[src/rtl/gpio_bank_pkg.sv]
package gpio_bank_pkg;
  localparam int unsigned IDX_W = 2;

  typedef enum logic [IDX_W-1:0] {
    REG_IN  = 2'd0,
    REG_OUT = 2'd1,
    REG_INV = 2'd2,
    REG_DIR = 2'd3
  } reg_idx_e;
endpackage

[src/rtl/gpio_bank_regs.sv]
module gpio_bank_regs
  import gpio_bank_pkg::*;
#(
  parameter int unsigned WIDTH = 8
) (
  input  logic             clk_i,
  input  logic             rst_ni,
  input  logic             wr_i,
  input  logic [IDX_W-1:0] idx_i,
  input  logic [WIDTH-1:0] wdata_i,
  output logic [WIDTH-1:0] out_q_o,
  output logic [WIDTH-1:0] inv_q_o,
  output logic [WIDTH-1:0] dir_q_o
);
  localparam logic [WIDTH-1:0] OUT_RST = '1;
  localparam logic [WIDTH-1:0] INV_RST = '0;
  localparam logic [WIDTH-1:0] DIR_RST = '1;

  logic we_out, we_inv, we_dir;

  always_comb begin
    we_out = wr_i && (reg_idx_e'(idx_i) == REG_OUT);
    we_inv = wr_i && (reg_idx_e'(idx_i) == REG_INV);
    we_dir = wr_i && (reg_idx_e'(idx_i) == REG_DIR);
  end

  always_ff @(posedge clk_i or negedge rst_ni) begin
    if (!rst_ni) begin
      out_q_o <= OUT_RST;
      inv_q_o <= INV_RST;
      dir_q_o <= DIR_RST;
    end else begin
      if (we_out) out_q_o <= wdata_i;
      if (we_inv) inv_q_o <= wdata_i;
      if (we_dir) dir_q_o <= wdata_i;
    end
  end
endmodule

[src/rtl/gpio_bank_rdmux.sv]
module gpio_bank_rdmux
  import gpio_bank_pkg::*;
#(
  parameter int unsigned WIDTH = 8
) (
  input  logic [IDX_W-1:0] idx_i,
  input  logic [WIDTH-1:0] pin_i,
  input  logic [WIDTH-1:0] out_q_i,
  input  logic [WIDTH-1:0] inv_q_i,
  input  logic [WIDTH-1:0] dir_q_i,
  output logic [WIDTH-1:0] rdata_o
);
  logic [WIDTH-1:0] in_view;

  for (genvar b = 0; b < WIDTH; b++) begin : g_inv
    assign in_view[b] = pin_i[b] ^ inv_q_i[b];
  end

  always_comb begin
    unique case (reg_idx_e'(idx_i))
      REG_IN:  rdata_o = in_view;
      REG_OUT: rdata_o = out_q_i;
      REG_INV: rdata_o = inv_q_i;
      REG_DIR: rdata_o = dir_q_i;
      default: rdata_o = '0;
    endcase
  end
endmodule

[src/rtl/gpio_bank_chg_irq.sv]
module gpio_bank_chg_irq #(
  parameter int unsigned WIDTH = 8
) (
  input  logic             clk_i,
  input  logic             rst_ni,
  input  logic [WIDTH-1:0] pin_i,
  input  logic [WIDTH-1:0] dir_q_i,
  input  logic             rd_in_i,
  output logic             irq_o
);
  logic [WIDTH-1:0] snap_q;
  logic [WIDTH-1:0] diff;
  logic             primed_q;
  logic             irq_q;

  // raw compare, input-direction lanes only
  for (genvar b = 0; b < WIDTH; b++) begin : g_diff
    assign diff[b] = dir_q_i[b] & (pin_i[b] ^ snap_q[b]);
  end

  always_ff @(posedge clk_i or negedge rst_ni) begin
    if (!rst_ni) begin
      snap_q   <= '0;
      primed_q <= 1'b0;
      irq_q    <= 1'b0;
    end else begin
      primed_q <= 1'b1;
      if (!primed_q || rd_in_i) snap_q <= pin_i;
      irq_q <= primed_q && !rd_in_i && (|diff);
    end
  end

  assign irq_o = irq_q;
endmodule

[src/rtl/gpio_bank.sv]
module gpio_bank
  import gpio_bank_pkg::*;
#(
  parameter int unsigned WIDTH = 8
) (
  input  logic             clk_i,
  input  logic             rst_ni,
  input  logic [WIDTH-1:0] pin_i,
  input  logic             wr_i,
  input  logic             rd_i,
  input  logic [1:0]       idx_i,
  input  logic [WIDTH-1:0] wdata_i,
  output logic [WIDTH-1:0] rdata_o,
  output logic [WIDTH-1:0] pad_out_o,
  output logic [WIDTH-1:0] pad_oe_o,
  output logic             irq_oe_o
);
  logic [WIDTH-1:0] out_q, inv_q, dir_q;
  logic             rd_in;

  assign rd_in = rd_i && (reg_idx_e'(idx_i) == REG_IN);

  gpio_bank_regs #(.WIDTH(WIDTH)) u_regs (
    .clk_i   (clk_i),
    .rst_ni  (rst_ni),
    .wr_i    (wr_i),
    .idx_i   (idx_i),
    .wdata_i (wdata_i),
    .out_q_o (out_q),
    .inv_q_o (inv_q),
    .dir_q_o (dir_q)
  );

  gpio_bank_rdmux #(.WIDTH(WIDTH)) u_rdmux (
    .idx_i   (idx_i),
    .pin_i   (pin_i),
    .out_q_i (out_q),
    .inv_q_i (inv_q),
    .dir_q_i (dir_q),
    .rdata_o (rdata_o)
  );

  gpio_bank_chg_irq #(.WIDTH(WIDTH)) u_irq (
    .clk_i   (clk_i),
    .rst_ni  (rst_ni),
    .pin_i   (pin_i),
    .dir_q_i (dir_q),
    .rd_in_i (rd_in),
    .irq_o   (irq_oe_o)
  );

  assign pad_out_o = out_q;
  assign pad_oe_o  = ~dir_q;
endmodule

[config.mk]
export PLATFORM = sky130hd
export DESIGN_NAME = gpio_bank
export DESIGN_NICKNAME = d
export VERILOG_FILES = /design/src/rtl/gpio_bank_pkg.sv /design/src/rtl/gpio_bank_regs.sv /design/src/rtl/gpio_bank_rdmux.sv /design/src/rtl/gpio_bank_chg_irq.sv /design/src/rtl/gpio_bank.sv
export SDC_FILE = /design/constraint.sdc
export NUM_CORES = 1
export LEC_CHECK = 0
export ABC_AREA = 1
export BUFFER_PORTS_ARGS = -buffer_cell sky130_fd_sc_hd__clkbuf_2
export CAP_MARGIN = 15
export CORE_ASPECT_RATIO = 1.4
export CORE_MARGIN = 10
export CORE_UTILIZATION = 40
export DETAILED_ROUTE_END_ITERATION = 8
export GPL_ROUTABILITY_DRIVEN = 0
export GPL_TIMING_DRIVEN = 0
export MAX_ROUTING_LAYER = met4
export RECOVER_POWER = 100
export REMOVE_ABC_BUFFERS = 1
export SETUP_SLACK_MARGIN = 0.2
export SYNTH_ARGS = -nofsm -noshare
export SYNTH_HDL_FRONTEND = slang
export SYNTH_SLANG_ARGS = --single-unit
[constraint.sdc]
create_clock -name clk_i -period 3 [get_ports clk_i]
set_clock_uncertainty 0.1 [all_clocks]
set_input_delay 0.15 -clock clk_i [delete_from_list [all_inputs] [get_ports clk_i]]
set_output_delay 0.15 -clock clk_i [all_outputs]
set_load 0.01 [all_outputs]
==> results of run 1 <==
[state kept, by name (all words and copies together) (netlist names)]
signal and cells:
u_irq.irq_o 1, u_irq.primed_q 1, u_irq.snap_q 8, u_regs.dir_q_o 8, u_regs.inv_q_o 8, u_regs.out_q_o 8
[path summary, 6_finish.rpt]
check,endpoint,cells past startpoint
max,rdata_o[0],9
min,u_regs.out_q_o[0]$_DFFE_PN1P_,3
max reg2reg,u_irq.snap_q[5]$_DFFE_PN0P_,2
min reg2reg,u_regs.out_q_o[0]$_DFFE_PN1P_,2
max in group asynchronous,u_irq.snap_q[7]$_DFFE_PN0P_,2
min in group asynchronous,u_regs.inv_q_o[7]$_DFFE_PN0P_,2
[cells in the mapped netlist]
| master | number |
|---|---|
| a21oi_1 | 8 |
| a21oi_2 | 1 |
| buf_12 | 2 |
| buf_6 | 2 |
| conb_1 | 1 |
| dfrtp_1 | 18 |
| dfstp_2 | 16 |
| inv_1 | 32 |
| inv_2 | 2 |
| inv_4 | 2 |
| nand2_1 | 58 |
| nand2_2 | 6 |
| nand2_4 | 3 |
| nand3_1 | 8 |
| nand3_2 | 2 |
| nor2_1 | 2 |
| o21ai_0 | 4 |
| o21ai_1 | 20 |
| o21ai_2 | 24 |
| xnor2_1 | 8 |
[layer usage]
| metal | vias up | GRT usage (%) | wire, µm |
|---|---|---|---|
| met5 | - | - | 0 |
| met4 | 0 | 5.533 | 80 |
| met3 | 5 | 3.280 | 178 |
| met2 | 27 | 21.43 | 2356 |
| met1 | 696 | 13.71 | 1895 |
| li1 | 787 | - | - |
[worst register-to-register path: stages, from the launching register on]
cell	delay (ps)
dfrtp_1	360
nand2_1	400
o21ai_0	170
[where the power goes]
part / internal (µW) / switching [µW]
sequential: 541 / 49.2
combinational: 116 / 180
clock: 177 / 149
total: 833 / 378
[metrics by stage]
stage / total power [µW] / utilization [%] / cells / setup WS [ps] / cell area, µm²
after global placement: 934.9 / 46.92 / 323 / 1700 / 2128
after detailed placement: 941.5 / 46.92 / 323 / 1661 / 2128
after CTS: 1273 / 48.97 / 330 / 1418 / 2221
after global routing: 1307 / 46.73 / 330 / 1031 / 2120
after floorplan: 809.6 / - / 215 / 1864 / 1821
final: 1212 / 46.73 / 330 / 1262 / 2120
[layout make-up]
| type | count | share of cell area, % |
|---|---|---|
| clock buffers | 6 | 3.896 |
| inverters | 36 | 6.494 |
| multi-input cells | 145 | 34.59 |
| flip-flops and latches | 34 | 41.09 |
| well taps | 62 | 3.660 |
| repair buffers | 47 | 10.27 |
[layout by cell type, fill, tap and decap left out, types with 2 or more instances in the layout]
cell        count
nand2_1        61
dfrtp_1        18
nand3_1         9
a21oi_1         8
o21ai_1        15
nand2_2         6
clkbuf_2       28
nor2_1          2
inv_1          34
xnor2_1         8
o21ai_0        22
clkinvlp_2      2
clkbuf_1       18
o21ai_2        11
dfstp_1        13
dfstp_2         3
clkbuf_8        6
[logic make-up (layout without fill, tap and decap cells)]
group / count (synthesis) / count (layout) / share of synthesized area [%]
flip-flops: 34 / 34 / 46.25
other: 1 / 1 / 0.1991
AND/OR/NAND/NOR: 79 / 79 / 18.94
AO/OA/AOI/OAI: 57 / 57 / 20.13
XOR/XNOR: 8 / 8 / 3.721
buffers and inverters: 40 / 89 / 10.76
==> results.yml, run 1 <==
power_and_ir_drop:
  p_leak_uw: 0.001020
  p_per_area_nw_per_um2: 571.6
  irDropWorstVdd_mv: 0.3467
synth:
  synth.yosys.seq_area_share_pct: 46.25
  synth_top_area_share_pct: 23.92
  netlist-cell-type-count: 20
  synth_area_leaders: "dfrtp_1 24%, dfstp_2 22%, nand2_1 12%"
  synth_area_um2: 1883
  synth_area_leader_cell: "dfrtp_1"
  synth-seq-cells: 34
  yosys_warnings: 0
  syn-instance-count: 219
  syn_avg_cell_area_um2: 8.598
final_layout:
  synthToLayoutAreaGrowth_pct: 12.56
  num_antenna_cells: 0
  fill_cells: 492
  nets: 291
  regArea_um2: 870.8
  multiInputGateArea_um2: 733.2
  drive_above_1_share_pct: 21.64
sta:
  tightest_slew_ps: 834.7
  layout_worst_path_cycle_share_pct: 57.95
  rsz0062_at_grt: "false"
  slew_headroom_pct: 44.35
  fin_crit_ps: 1738
  finalHoldViolCount: 0
  drv_slew: 0
  fmax_mhz: 575.2
  setup_viol: 0
  hold-worst-slack_ps: 4.923
  finalSetupTns_ps: 0
drt:
  vias: 1515
  drt-vias-per-instance: 4.591
  drt-initial-drc-count: 88
  first_pass_iters: 4
  avgRoutedWirePerCell_um: 13.67
  post-route-drc-count: 0
  wirelength_um: 4511
  postRouteAntennaNets: 0
worst_setup_path:
  cp.arrival_ps: 1490
  worstPathRequired_ps: 2750
  path_cells: "clkbuf_1 > inv_1 > nand2_2 > clkinvlp_2 > nand2_1 > o21ai_1 > a21oi_1 > o21ai_0 > clkbuf_1"
  r2r_slack_ps: 1830
  crit_buf_inv: 4
  critPathLaunch: "idx_i[0]"
  path_class: "in -> out"
  crit_family: "buffers and inverters"
  crit_path_max_incr_delay_ps: 360
  cp_max_fo: 9
  critPathMostFrequentCell: "clkbuf_1"
  start_kind: "input pin"
  reg2reg_from: "u_irq.primed_q$_DFF_PN0_"
  crit_slowest_cell: "clkinvlp_2"
  worst_setup_path_end_kind: "output port"
grt:
  antenna_found_initial: 0
  grt_usage_pct: 12.65
  gr-total-overflow: 0
  grt_pass1_vias: 1620
  grt_pass1_wl_um: 7824
  grt_max_degree: 35
floorplanning:
  die_w_um: 77.99
  die_h_um: 101.2
  io_pins: 47
  coreArea_um2: 4536
  initial_core_util_pct: 41.52
  design.die.area_um2: 7891
  rows: 29
clock_network:
  cts_max_level: 2
  cts-resized-gates: 0
  clock_latency_ps: 270
  cts_tree: "done"
  cts_buffers: 5
  clock_sinks: 34
  postCtsSetupBuffers: 0
  cts_root_buffer: "clkbuf_8"
  clockBufferDepth: 2
  clk_pin_slew_ps: 60
  cts_hold_buf: 1
run:
  cap_violations: 0
status:
  outcome: "complete, no violations"
worst_hold_path:
  min_path_type: "in -> reg"
  hold_start: "wdata_i[0]"
place:
  port_buffers: 46
  hpwl_um: 3383
Power figures use the tool's default switching activity.
==> inputs of run 2 (changes only) <==
==> constraint.sdc (replaced) <==
create_clock -name clk_i -period 1.7 [get_ports clk_i]
set_clock_uncertainty 0.1 [all_clocks]
set_input_delay 0.085 -clock clk_i [delete_from_list [all_inputs] [get_ports clk_i]]
set_output_delay 0.085 -clock clk_i [all_outputs]
set_load 0.01 [all_outputs]
==> results.yml, run 2 (synthesized netlist as in run 1, its figures left out) <==
final_layout:
  final_common_cell: "nand2_1"
  fin_cells: 347
  drive_above_1_share_pct: 24.91
  fill_cells: 477
  regArea_um2: 870.8
  synthToLayoutAreaGrowth_pct: 22.92
  num_antenna_cells: 0
  nets: 308
  multiInputGateArea_um2: 768.2
  most-common-layout-cells: "59 x nand2_1, 24 x inv_1, 24 x clkbuf_2, 22 x clkbuf_1, 19 x o21ai_0"
worst_setup_path:
  worstPathRequired_ps: 1510
  r2r_end: "u_irq.irq_o$_DFF_PN0_"
  cp.arrival_ps: 1310
  worst_setup_path_end_kind: "output port"
  path_class: "reg -> out"
  start_kind: "flop"
  crit_family: "flip-flops"
  crit_buf_inv: 2
  crit_path_max_incr_delay_ps: 560
  cp_max_fo: 3
  reg2reg_from: "u_regs.dir_q_o[1]$_DFFE_PN1P_"
  path_cells: "inv_2 > o21ai_2 > a21oi_1 > o21ai_1 > clkbuf_1"
  crit_slowest_cell: "dfstp_1"
  rr_worst_depth: 5
  r2r_slack_ps: 530
drt:
  vias: 1573
  post-route-drc-count: 0
  avgRoutedWirePerCell_um: 13.23
  wirelength_um: 4592
  drt-vias-per-instance: 4.533
  drt-initial-drc-count: 81
  first_pass_iters: 4
  postRouteAntennaNets: 0
clock_network:
  cts_tree: "done"
  cts_max_level: 2
  clock_latency_ps: 280
  clock_sinks: 34
  clk_pin_slew_ps: 60
  cts_root_buffer: "clkbuf_8"
  clockBufferDepth: 2
  cts_buffers: 5
worst_hold_path:
  holdPathStages: 3
  hold_start: "pin_i[5]"
  holdPathEnd: "u_irq.snap_q[5]$_DFFE_PN0P_"
  min_path_type: "in -> reg"
grt:
  grt_usage_pct: 12.77
  grt_max_degree: 35
  gr-total-overflow: 0
  grt_pass1_wl_um: 7900
  grt_pass1_vias: 1632
  antenna_found_initial: 0
power_and_ir_drop:
  finalPower_uw: 2198
  p_leak_uw: 0.001106
  irDropWorstVdd_mv: 0.6178
  p_per_area_nw_per_um2: 949.4
sta:
  finalHoldViolCount: 0
  rsz0062_at_grt: "true"
  drv_slew: 0
  fin_crit_ps: 1490
  fmax_mhz: 671.0
  finalSetupTns_ps: 0
  layout_worst_path_cycle_share_pct: 87.66
  slew_headroom_pct: 44.80
  setup_viol: 0
  tightest_slew_ps: 828.1
run:
  cap_violations: 0
floorplanning:
  design.die.area_um2: 7891
  coreArea_um2: 4536
  initial_core_util_pct: 41.52
  die_h_um: 101.2
  rows: 29
  die_w_um: 77.99
  io_pins: 47
place:
  dp_cells: 323
  hpwl_um: 3383
  port_buffers: 46
status:
  outcome: "complete, no violations"
-- run 2: layout make-up --
class / count / area share, %
inverters: 36 / 6.054
multi-input cells: 145 / 33.19
clock buffers: 6 / 3.568
flip-flops and latches: 34 / 37.62
well taps: 62 / 3.351
repair buffers: 64 / 16.22
-- run 2: tightest hold or removal path, stage by stage --
cell and delay [ps]:
clkbuf_2 130, nand2_1 60, o21ai_0 80
-- run 2: routing by layer --
metal / vias to the layer above / GRT usage (%) / routed length, µm
met5: - / - / 0
met4: 0 / 5.533 / 81
met3: 5 / 3.280 / 202
met2: 29 / 21.63 / 2374
met1: 721 / 13.86 / 1933
li1: 818 / - / -
-- run 2: how the worst max path moves through the flow --
stage	start	end	slack, ps	cells past startpoint
finish	u_regs.dir_q_o[0]$_DFFE_PN1P_	rdata_o[0]	210	5
global route	u_regs.dir_q_o[0]$_DFFE_PN1P_	rdata_o[0]	110	5
CTS	u_regs.dir_q_o[0]$_DFFE_PN1P_	rdata_o[0]	200	5
detailed placement	idx_i[0]	rdata_o[0]	490	6
global placement	u_regs.dir_q_o[4]$_DFFE_PN1P_	rdata_o[4]	510	5
floorplan	u_regs.dir_q_o[0]$_DFFE_PN1P_	rdata_o[0]	630	4
-- run 2: where the power goes --
| group | internal, µW | leakage (µW) | total, µW | switching [µW] |
|---|---|---|---|---|
| clock network | 312 | 0.0000431 | 579 | 267 |
| logic | 240 | 0.000679 | 576 | 336 |
| registers | 951 | 0.000384 | 1040 | 92.8 |
-- run 2: what timing repair did --
action / CTS / global route
endpoints found under the hold margin: 40 / 0
endpoints found under the setup margin: 2 / 8
resized for setup: 0 / 25
buffers inserted: 0 / 3
hold buffers: 15 / 0
pin swaps: 2 / 6
-- run 2: through the flow --
step           utilization, %  setup slack (ps)  area (µm²)  hold slack (ps)
4_1_cts                 52.06             196.3        2361            3.209
2_1_floorplan               -             629.1        1821           -310.6
3_3_place_gp            46.92             514.4        2128            135.3
6_report                51.03             209.8        2315            19.55
3_5_place_dp            46.92             490.6        2128            131.9
5_1_grt                 51.03             109.8        2315            43.36
==> inputs of run 3 (changes only) <==
--- a/config.mk
+++ b/config.mk
@@ -15,6 +15,7 @@
 export GPL_ROUTABILITY_DRIVEN = 0
 export GPL_TIMING_DRIVEN = 0
 export MAX_ROUTING_LAYER = met4
+export PLACE_DENSITY_LB_ADDON = 0.25
 export RECOVER_POWER = 100
 export REMOVE_ABC_BUFFERS = 1
 export SETUP_SLACK_MARGIN = 0.2
==> results.yml, run 3 (synthesized netlist as in run 1, its figures left out) <==
status:
  outcome: "complete, no violations"
worst_hold_path:
  holdPathStages: 3
  min_path_type: "in -> reg"
  hold_start: "wr_i"
  holdPathEnd: "u_regs.out_q_o[2]$_DFFE_PN1P_"
worst_setup_path:
  path_class: "reg -> out"
  worstPathRequired_ps: 1510
  worst_setup_path_end_kind: "output port"
  r2r_end: "u_irq.snap_q[3]$_DFFE_PN0P_"
  reg2reg_from: "u_irq.primed_q$_DFF_PN0_"
  r2r_slack_ps: 490
  start_kind: "flop"
  cp.arrival_ps: 1330
  cp_max_fo: 2
  rr_worst_depth: 2
place:
  post_dp_cell_area_um2: 2128
  dp_cells: 323
  hpwl_um: 3318
  place_ws_ps: 490.3
  port_buffers: 46
grt:
  use_met2_pct: 22.84
  grt_max_degree: 35
  gr-total-overflow: 0
  grt_pass1_wl_um: 7886
  antenna_found_initial: 0
  met1_usage_pct: 13.35
  met3_usage_pct: 3.546
  busiest_layer: "met2"
  grt_usage_pct: 12.90
  grt_pass1_vias: 1653
drt:
  first_pass_iters: 4
  drt-initial-drc-count: 85
  vias: 1590
  wirelength_um: 4794
  avgRoutedWirePerCell_um: 13.43
  drt-vias-per-instance: 4.454
  postRouteAntennaNets: 0
  post-route-drc-count: 0
final_layout:
  synthToLayoutAreaGrowth_pct: 26.44
  nets: 316
  final_common_cell: "nand2_1"
  multiInputGateArea_um2: 757.0
  most-common-layout-cells: "59 x nand2_1, 25 x inv_1, 24 x clkbuf_2, 22 x clkbuf_1, 21 x o21ai_0"
  fill_cells: 472
  regArea_um2: 870.8
  final_cell_area_um2: 2381
  drive_above_1_share_pct: 25.76
  fin_cells: 357
  num_antenna_cells: 0
clock_network:
  cts_tree: "done"
  clock_sinks: 34
  cts_max_level: 2
  cts_buffers: 5
  clockBufferDepth: 2
  cts_root_buffer: "clkbuf_8"
  clk_pin_slew_ps: 80
  clock_latency_ps: 290
sta:
  setup_viol: 0
  layout_worst_path_cycle_share_pct: 89.36
  fmax_mhz: 658.3
  slew_headroom_pct: 43.71
  tightest_slew_ps: 844.3
  finalHoldViolCount: 0
  fin_crit_ps: 1519
  finalSetupTns_ps: 0
  rsz0062_at_grt: "true"
  fin_ws_ps: 180.9
  drv_slew: 0
power_and_ir_drop:
  irDropWorstVdd_mv: 0.4972
  p_per_area_nw_per_um2: 959.3
  p_leak_uw: 0.001144
floorplanning:
  die_w_um: 77.99
  rows: 29
  die_h_um: 101.2
  initial_core_util_pct: 41.52
  coreArea_um2: 4536
  io_pins: 47
  design.die.area_um2: 7891
run:
  cap_violations: 0
run 3: changes by cell type in the layout (fill, tap and decap cells not counted), moves of 2 or more:
cell,previous run,this run
buf_4,2,9
o21ai_2,14,11
dlygate4sd3_1,15,17
o21ai_0,19,21
run 3: metal layers:
metal | share of wire (%) | up-vias | routed length [µm]
li1 | - | 840 | -
met1 | 42 | 718 | 1998
met2 | 53 | 26 | 2533
met3 | 3.8 | 6 | 183
met4 | 1.6 | 0 | 79
met5 | 0 | - | 0
run 3: final cells by class:
cell class / count / area share (%)
sequential: 34 / 36.57
tap: 62 / 3.258
multi-input combinational: 145 / 31.79
clock buffer: 6 / 3.468
inverter: 36 / 5.885
timing repair buffer: 72 / 18.50
clock inverter: 2 / 0.5255
run 3: worst max-delay path by stage:
stage	slack [ps]	from	to
floorplan	630	u_regs.dir_q_o[0]$_DFFE_PN1P_	rdata_o[0]
global route	110	u_regs.dir_q_o[4]$_DFFE_PN1P_	rdata_o[4]
finish	180	u_regs.dir_q_o[4]$_DFFE_PN1P_	rdata_o[4]
global placement	500	idx_i[1]	rdata_o[4]
detailed placement	490	idx_i[1]	rdata_o[4]
CTS	180	u_regs.dir_q_o[4]$_DFFE_PN1P_	rdata_o[4]
run 3: report_power, final:
group / internal [µW] / leakage (µW) / total, µW / switching [µW]
clock network: 325 / 0.0000472 / 626 / 300
registers: 951 / 0.000384 / 1040 / 91.4
logic: 268 / 0.000712 / 616 / 348
total: 1540 / 0.00114 / 2280 / 740
run 3: timing repair:
item | 4_1_cts | 5_1_grt
gates resized for setup | 0 | 21
endpoints found under the hold margin | 50 | 0
endpoints found under the setup margin | 6 | 8
setup buffers | 6 | 3
pin swaps | 1 | 7
hold buffers | 17 | 0
run 3: worst max-delay path, cell delays in order (launching register included):
cell	delay [ps]
dfstp_1	540
inv_2	40
o21ai_1	110
a21oi_1	50
o21ai_1	110
clkbuf_1	190
run 3: through the flow:
stage | hold WS, ps | utilization (%) | power [µW]
6_report | 154.0 | 52.50 | 2284
3_3_place_gp | 134.7 | 46.92 | 1650
4_1_cts | 153.5 | 53.77 | 2369
5_1_grt | 173.0 | 52.50 | 2432
2_1_floorplan | -310.6 | - | 1429
3_5_place_dp | 140.0 | 46.92 | 1665
